<file path="src/rtl/unlock_seq_pkg.sv">
package unlock_seq_pkg;

  // Access summary produced by the datapath when chip enable returns high.
  typedef struct packed {
    logic valid;
    logic isWrite;
    logic isStore;
    logic isRecall;
  } accEvt_t;

  // Strobes from the control back to the datapath output registers.
  typedef struct packed {
    logic fireStore;
    logic fireRecall;
  } cmdStrobe_t;

endpackage

</file>
<file path="src/rtl/unlock_seq_datapath.sv">
module unlock_seq_datapath
  import unlock_seq_pkg::*;
#(
  parameter int ADDR_W = 11,
  parameter int PREFIX_LEN = 5,
  parameter logic [PREFIX_LEN*ADDR_W-1:0] PREFIX_KEYS = '0,
  parameter logic [ADDR_W-1:0] STORE_ADDR = '0,
  parameter logic [ADDR_W-1:0] RECALL_ADDR = '0
) (
  input  logic                  clk,
  input  logic                  rstN,
  input  logic [ADDR_W-1:0]     addr,
  input  logic                  ceN,
  input  logic                  weN,
  input  cmdStrobe_t            strobe,
  output accEvt_t               evt,
  output logic [PREFIX_LEN-1:0] keyHit,
  output logic                  storeReq,
  output logic                  recallReq
);

  logic              ceQ;
  logic [ADDR_W-1:0] addrQ;
  logic              wrSeen;
  logic              ceFall;
  logic              ceRise;

  assign ceFall = ceQ & ~ceN;
  assign ceRise = ~ceQ & ceN;

  always_ff @(posedge clk or negedge rstN) begin
    if (!rstN) begin
      ceQ       <= 1'b1;
      addrQ     <= '0;
      wrSeen    <= 1'b0;
      storeReq  <= 1'b0;
      recallReq <= 1'b0;
    end else begin
      ceQ <= ceN;
      if (ceFall) begin
        addrQ  <= addr;
        wrSeen <= ~weN;
      end else if (!ceN) begin
        wrSeen <= wrSeen | ~weN;
      end
      storeReq  <= strobe.fireStore;
      recallReq <= strobe.fireRecall;
    end
  end

  for (genvar g = 0; g < PREFIX_LEN; g++) begin : g_key
    assign keyHit[g] = (addrQ == PREFIX_KEYS[g*ADDR_W +: ADDR_W]);
  end

  always_comb begin
    evt.valid    = ceRise;
    evt.isWrite  = wrSeen;
    evt.isStore  = (addrQ == STORE_ADDR);
    evt.isRecall = (addrQ == RECALL_ADDR);
  end

endmodule

</file>
<file path="src/rtl/unlock_seq_ctrl.sv">
module unlock_seq_ctrl
  import unlock_seq_pkg::*;
#(
  parameter int PREFIX_LEN = 5
) (
  input  logic                  clk,
  input  logic                  rstN,
  input  accEvt_t               evt,
  input  logic [PREFIX_LEN-1:0] keyHit,
  input  logic                  lowSupply,
  input  logic                  busy,
  output cmdStrobe_t            strobe
);

  localparam int STEP_W = $clog2(PREFIX_LEN + 1);
  localparam logic [STEP_W-1:0] LAST_STEP = STEP_W'(PREFIX_LEN);
  localparam logic [STEP_W-1:0] ONE = STEP_W'(1);

  logic [STEP_W-1:0]   stepQ;
  logic [STEP_W-1:0]   stepD;
  logic [STEP_W-1:0]   restartStep;
  logic [PREFIX_LEN:0] hitExt;

  assign hitExt      = {1'b0, keyHit};
  assign restartStep = keyHit[0] ? ONE : '0;

  always_comb begin
    stepD  = stepQ;
    strobe = '0;
    if (busy) begin
      stepD = '0;
    end else if (evt.valid) begin
      if (evt.isWrite) begin
        stepD = '0;
      end else if (stepQ == LAST_STEP) begin
        if (evt.isStore) begin
          strobe.fireStore = ~lowSupply;
          stepD = '0;
        end else if (evt.isRecall) begin
          strobe.fireRecall = 1'b1;
          stepD = '0;
        end else begin
          stepD = restartStep;
        end
      end else if (hitExt[stepQ]) begin
        stepD = stepQ + ONE;
      end else begin
        stepD = restartStep;
      end
    end
  end

  always_ff @(posedge clk or negedge rstN) begin
    if (!rstN) stepQ <= '0;
    else       stepQ <= stepD;
  end

endmodule

</file>
<file path="src/rtl/unlock_seq_detector.sv">
module unlock_seq_detector
  import unlock_seq_pkg::*;
#(
  parameter int ADDR_W = 11,
  parameter int PREFIX_LEN = 5,
  parameter logic [PREFIX_LEN*ADDR_W-1:0] PREFIX_KEYS =
    {11'h0F0, 11'h7FF, 11'h2AA, 11'h555, 11'h000},
  parameter logic [ADDR_W-1:0] STORE_ADDR = 11'h70F,
  parameter logic [ADDR_W-1:0] RECALL_ADDR = 11'h70E
) (
  input  logic              clk,
  input  logic              rstN,
  input  logic [ADDR_W-1:0] addr,
  input  logic              ceN,
  input  logic              weN,
  input  logic              lowSupply,
  input  logic              busy,
  output logic              storeReq,
  output logic              recallReq
);

  accEvt_t               evt;
  cmdStrobe_t            strobe;
  logic [PREFIX_LEN-1:0] keyHit;

  unlock_seq_datapath #(
    .ADDR_W(ADDR_W), .PREFIX_LEN(PREFIX_LEN), .PREFIX_KEYS(PREFIX_KEYS),
    .STORE_ADDR(STORE_ADDR), .RECALL_ADDR(RECALL_ADDR)
  ) u_dp (
    .clk(clk), .rstN(rstN), .addr(addr), .ceN(ceN), .weN(weN),
    .strobe(strobe), .evt(evt), .keyHit(keyHit),
    .storeReq(storeReq), .recallReq(recallReq)
  );

  unlock_seq_ctrl #(.PREFIX_LEN(PREFIX_LEN)) u_ctrl (
    .clk(clk), .rstN(rstN), .evt(evt), .keyHit(keyHit),
    .lowSupply(lowSupply), .busy(busy), .strobe(strobe)
  );

endmodule

</file>
<file path="config.mk">
export PLATFORM = sky130hd
export DESIGN_NAME = unlock_seq_detector
export DESIGN_NICKNAME = d
export VERILOG_FILES = /design/src/rtl/unlock_seq_pkg.sv /design/src/rtl/unlock_seq_datapath.sv /design/src/rtl/unlock_seq_ctrl.sv /design/src/rtl/unlock_seq_detector.sv
export SDC_FILE = /design/constraint.sdc
export NUM_CORES = 1
export LEC_CHECK = 0
export ABC_AREA = 1
export BUFFER_PORTS_ARGS = -buffer_cell sky130_fd_sc_hd__buf_2
export CORE_MARGIN = 2
export CORE_UTILIZATION = 53
export CTS_CLUSTER_DIAMETER = 50
export DETAILED_ROUTE_END_ITERATION = 8
export PLACE_DENSITY = 0.75
export SLEW_MARGIN = 25
export SYNTH_ARGS = -nofsm -noshare
export SYNTH_HDL_FRONTEND = slang
export SYNTH_SLANG_ARGS = --single-unit
</file>
<file path="constraint.sdc">
create_clock -name clk -period 1.66 [get_ports clk]
set_clock_uncertainty 0.1 [all_clocks]
set_input_delay 0.249 -clock clk [delete_from_list [all_inputs] [get_ports clk]]
set_output_delay 0.249 -clock clk [all_outputs]
set_load 0.02 [all_outputs]
</file>
**Word-level counts from Yosys, hierarchy flattened**

Cells that the tools add are included.

- Input bits: 17
- Logic and storage cells: 44
- Bits in registers: 18

- Reductions and logical operators: 2
- Add/sub/neg operators: 1
- Multiplexer cells: 19
- Eq/ne operators: 8
- Order comparisons: 1
- Bitwise logic cells: 7

Operator list:

| operator | number |
|---|---|
| $eq A11 B11 Y1 const B | 4 |
| $mux W3 | 7 |
| $eq A11 B10 Y1 const B | 1 |
| $eq A11 B8 Y1 const B | 1 |
| $logic_not A11 Y1 | 1 |
| $mux W2 | 4 |
| $mux W1 | 7 |
| $lt A3 B4 Y1 const B | 1 |
| $not A1 Y1 | 4 |
| $add A3 B1 Y3 const B | 1 |
| $bmux W1 S3 | 1 |
| $eq A3 B3 Y1 const B | 1 |
| $and A1 B1 Y1 | 2 |
| $ne A2 B1 Y1 const B | 1 |
| $reduce_bool A2 Y1 | 1 |
| $or A1 B1 Y1 | 1 |

**Longest topological paths before layout**

- Depth after elaboration: 8
- Depth in mapped cells: 11
- Mapped depth without buffers: 11

**Cells and area by module**

Synthesis repeated with hierarchy kept, for this count alone.

- Cells, all modules: 148
- Area, all modules: 1,079.8 µm²

Modules (own cells, without submodules):

| module | area an instance (µm²) | sequential area each (µm²) | cells an instance | times used |
|---|---|---|---|---|
| unlock_seq_datapath | 792.0 | 376.6 | 102 | 1 |
| unlock_seq_ctrl | 287.8 | 75.1 | 46 | 1 |

**Least setup slack after synthesis**

OpenSTA, ideal clock, no wires.

- Path kind: register to register
- Start point: register u_dp.addrQ[8]
- End point: register u_ctrl.stepQ[0]
- Library setup time: 116 ps
- Clock period less this slack: 1,365 ps
- Path slack: 295 ps
- Data required time: 1,444 ps
- Arrival time: 1,148 ps
- Stages on the path, launching flop included: 11
- Cell sequence: dfrtp_1 -> nor2_1 -> nand2_1 -> nor2_2 -> nand2_2 -> a21oi_2 -> nand3_2 -> nand3_1 -> nand3_1 -> nand2_1 -> nand2_1

- Cells in the longest elaborated chain, start to end: 8

Ends and longest elaborated chain:

| element | RTL line | RTL |
|---|---|---|
| start, declared | unlock_seq_datapath.sv:23 | `logic [ADDR_W-1:0] addrQ;` |
| start signal, assigned | unlock_seq_datapath.sv:41 | `addrQ <= addr;` |
| $eq A11 B11 Y1, or another cell as far along | unlock_seq_datapath.sv:52 | `assign keyHit[g] = (addrQ == PREFIX_KEYS[g*ADDR_W +: ADDR_W]);` |
| $bmux W1 S3 / $mux W1 (equally long branches) | unlock_seq_ctrl.sv:45, unlock_seq_ctrl.sv:25 |  |
| $mux W1 (not written as such) / $mux W3 (equally long branches) | unlock_seq_ctrl.sv:45, unlock_seq_ctrl.sv:39 |  |
| $mux W3, on equally long branches | unlock_seq_ctrl.sv:45, unlock_seq_ctrl.sv:36 |  |
| $mux W3 * | unlock_seq_ctrl.sv:35 | `end else if (stepQ == LAST_STEP) begin` |
| $mux W3 * | unlock_seq_ctrl.sv:33 | `if (evt.isWrite) begin` |
| $mux W3 * | unlock_seq_ctrl.sv:32 | `end else if (evt.valid) begin` |
| $mux W3 * | unlock_seq_ctrl.sv:30 | `if (busy) begin` |
| end signal, assigned | unlock_seq_ctrl.sv:55 | `else stepQ <= stepD;` |
| end, declared | unlock_seq_ctrl.sv:19 | `logic [STEP_W-1:0] stepQ;` |

Mark *: on every way between the ends. The rest lies on a longest branch, timed or not. The select of a mux whose other input is x is not followed.
A chain may end at the register's enable or synchronous reset.

==> qor.txt <==
P_int: 684 uW
H-tree levels: 1
Req. time, crit path: 1.76 ns
root buf cell: clkbuf_4
# placed instances: 167
synthesized flop and latch total: 18
drt total wl: 1990 um
Worst Hold Class: primary input to register
FMAX: 653 MHz
critical path peak fanout: 5
initial antenna violation count: 0
Worst Setup Path Type: primary input to register
critical path, cell by cell: dlygate4sd3_1 -> buf_2 -> inv_2 -> nor4_4 -> nand2_1 -> nor4b_1
max_cap viols: 0
Synth Instances: 125
Avg Cell Area, Syn: 7.85 um2
WL per Instance: 11.2 um
Lkg Pwr: 0.591 nW
status: completed
most frequent cells in the layout: 39 x nand2_1, 18 x buf_2, 16 x dfrtp_1
Core Area: 1730 um2
Starting Density: 56.8%
Hold WS: 0.0375 ns
fillers: 154
Combinational Power Share: 17.5%
minimum clock period: 1.53 ns
Mapped Nets: 144
# rows: 15
CTS tree: yes
CP arrival: 1.63 ns
clk sinks: 18
Final Util: 69.6%
number of non-filler instances in the completed layout: 178
DRT Pass-1 Iters: 4
Final GP Congestion: 0.845
DRT iter0 DRCs: 35
Syn. warnings: 0
I/O pin cnt: 19
vias per cell: 5.08
grt ovf: 0
DP Wirelength: 1410 um
Slew HR: 73.1%
Final Hold Vio Count: 0
Yosys cell types: 24
CP max stage delay: 0.53 ns
sequential share of power: 53.8%
Slew @ Worst Pin: 0.404 ns
Area Overhead vs Synth: 22.4%
clock share of power: 28.7%
vias in the first global route: 798
Die X: 47.0 um
clock slew at reported path FFs: 0.11 ns
via count: 905
Max Slew Vio Count: 0
Clk Latency, worst-skew pair: 0.29 ns
# setup viols final: 0
largest net degree at the start of global routing: 20
die height: 47.0 um
RSZ-0062 raised after global routing: no
GRT Resource Usage Total: 21.0%
layout cell share with drive strength beyond 1: 28.8%
Final period util: 92.3%
critical path startpoint category: primary input
setup TNS: 0 ns
nets: 173
Max VDD drop: 0.525 mV
Crit. End Element: register
Post-DRT Antenna Nets: 0
global-route wire length before repair: 3300 um
Mapped Area: 981 um2
CP max stage cell: dlygate4sd3_1
antenna cells: 0
sw frac: 28.7%
most common cell after layout, fill and taps aside: nand2_1
Tot Pwr: 959 uW
PD cells: 798 nW/um2
NetSw: 275 uW
residual DRC count: 0
PortBufs: 18
Seq/Total Area, Yosys: 46.0%
die footprint: 2210 um2
clk buf depth: 2
TritonCTS Buffers: 3
[metal layers]
layer,part of all wire [%],track usage (%),vias up
met1,47,26.9,416
met2,46,35.6,32
met3,5.4,3.08,4
met5,0,0,-
li1,-,-,453
met4,1.4,8.33,0
[layout make-up]
class                           count  area [um2]  area share, %
Clock buffer                        4        36.3           3.02
Timing Repair Buffer               26         158           13.1
Inverter                           15        56.3           4.69
Multi-Input combinational cell     90         467           38.9
Tap cell                           25        31.3           2.60
Sequential cell                    18         453           37.7
[cells in the mapped netlist (all sizes together)]
library cell | number | area [um2]
nand2 | 42 | 165
dfrtp | 17 | 425
inv | 15 | 56.3
nor2 | 14 | 62.6
o21ai | 11 | 62.6
nand3 | 8 | 50.1
nor3 | 4 | 20.0
nand4 | 3 | 18.8
a21oi | 2 | 13.8
ha | 2 | 25.0
buf | 1 | 5.00
clkbuf | 1 | 3.75
dfstp | 1 | 26.3
nor4 | 1 | 21.3
nor4b | 1 | 8.76
o21a | 1 | 7.51
xnor2 | 1 | 8.76
[what timing repair did]
| action | 4_1_cts | 5_1_grt |
|---|---|---|
| buffers inserted | 0 | 4 |
| resized for setup | 0 | 2 |
| endpoints found under the hold margin | 19 | 0 |
| endpoints found under the setup margin | 0 | 2 |
| hold buffers | 3 | 0 |
[stage by stage]
stage | setup slack, ns | instance area (um2)
after detailed placement | 0.159 | 1100
after CTS | 0.118 | 1170
after global routing | 0.00363 | 1200
after floorplan | 0.295 | 981
final | 0.129 | 1200
after global placement | 0.216 | 1100
[registers in the layout, indices dropped and copies added, names as in the netlist]
name	flops
u_ctrl.stepQ	3
u_dp.storeReq	1
u_dp.recallReq	1
u_dp.addrQ	11
u_dp.ceQ	1
u_dp.wrSeen	1
[worst max-delay path, delay by kind of cell]
| kind | cells | cell delay [ns] |
|---|---|---|
| buffers and inverters | 3 | 0.73 |
| AND/OR/NAND/NOR | 3 | 0.66 |
[power by group through the flow]
stage,Combinational [mW],Clock (mW),Sequential (mW)
6_report,0.168,0.275,0.516
2_1_floorplan,0.0941,0,0.513
4_1_cts,0.148,0.282,0.514
3_3_place_gp,0.139,0,0.519
3_5_place_dp,0.141,0,0.522
5_1_grt,0.192,0.291,0.522
[cells by family after synthesis]
group	after synthesis	synth area share (%)
flip-flops	18	46.0
AND/OR/NAND/NOR	73	35.3
buffers and inverters	17	6.63
AO/OA/AOI/OAI	14	8.55
XOR/XNOR	1	0.893
adder cells (fa/ha/maj)	2	2.55
[worst paths after layout]
path | from | end | slack, ns | depth (start not counted)
worst min register to register | u_dp.addrQ[9]$_DFFE_PN0P_ | u_dp.addrQ[9]$_DFFE_PN0P_ | 0.47 | 2
worst max register to register | u_dp.addrQ[8]$_DFFE_PN0P_ | u_ctrl.stepQ[0]$_DFFE_PN0P_ | 0.15 | 10
worst min-delay path | weN | u_dp.wrSeen$_DFFE_PN0P_ | 0.04 | 2
min in group asynchronous | rstN | u_dp.addrQ[5]$_DFFE_PN0P_ | 0.30 | 2
max in group asynchronous | rstN | u_dp.ceQ$_DFF_PN1_ | 0.83 | 2
worst max-delay path | ceN | u_dp.recallReq$_DFF_PN0_ | 0.13 | 6
(Power assumes the default switching activity.)
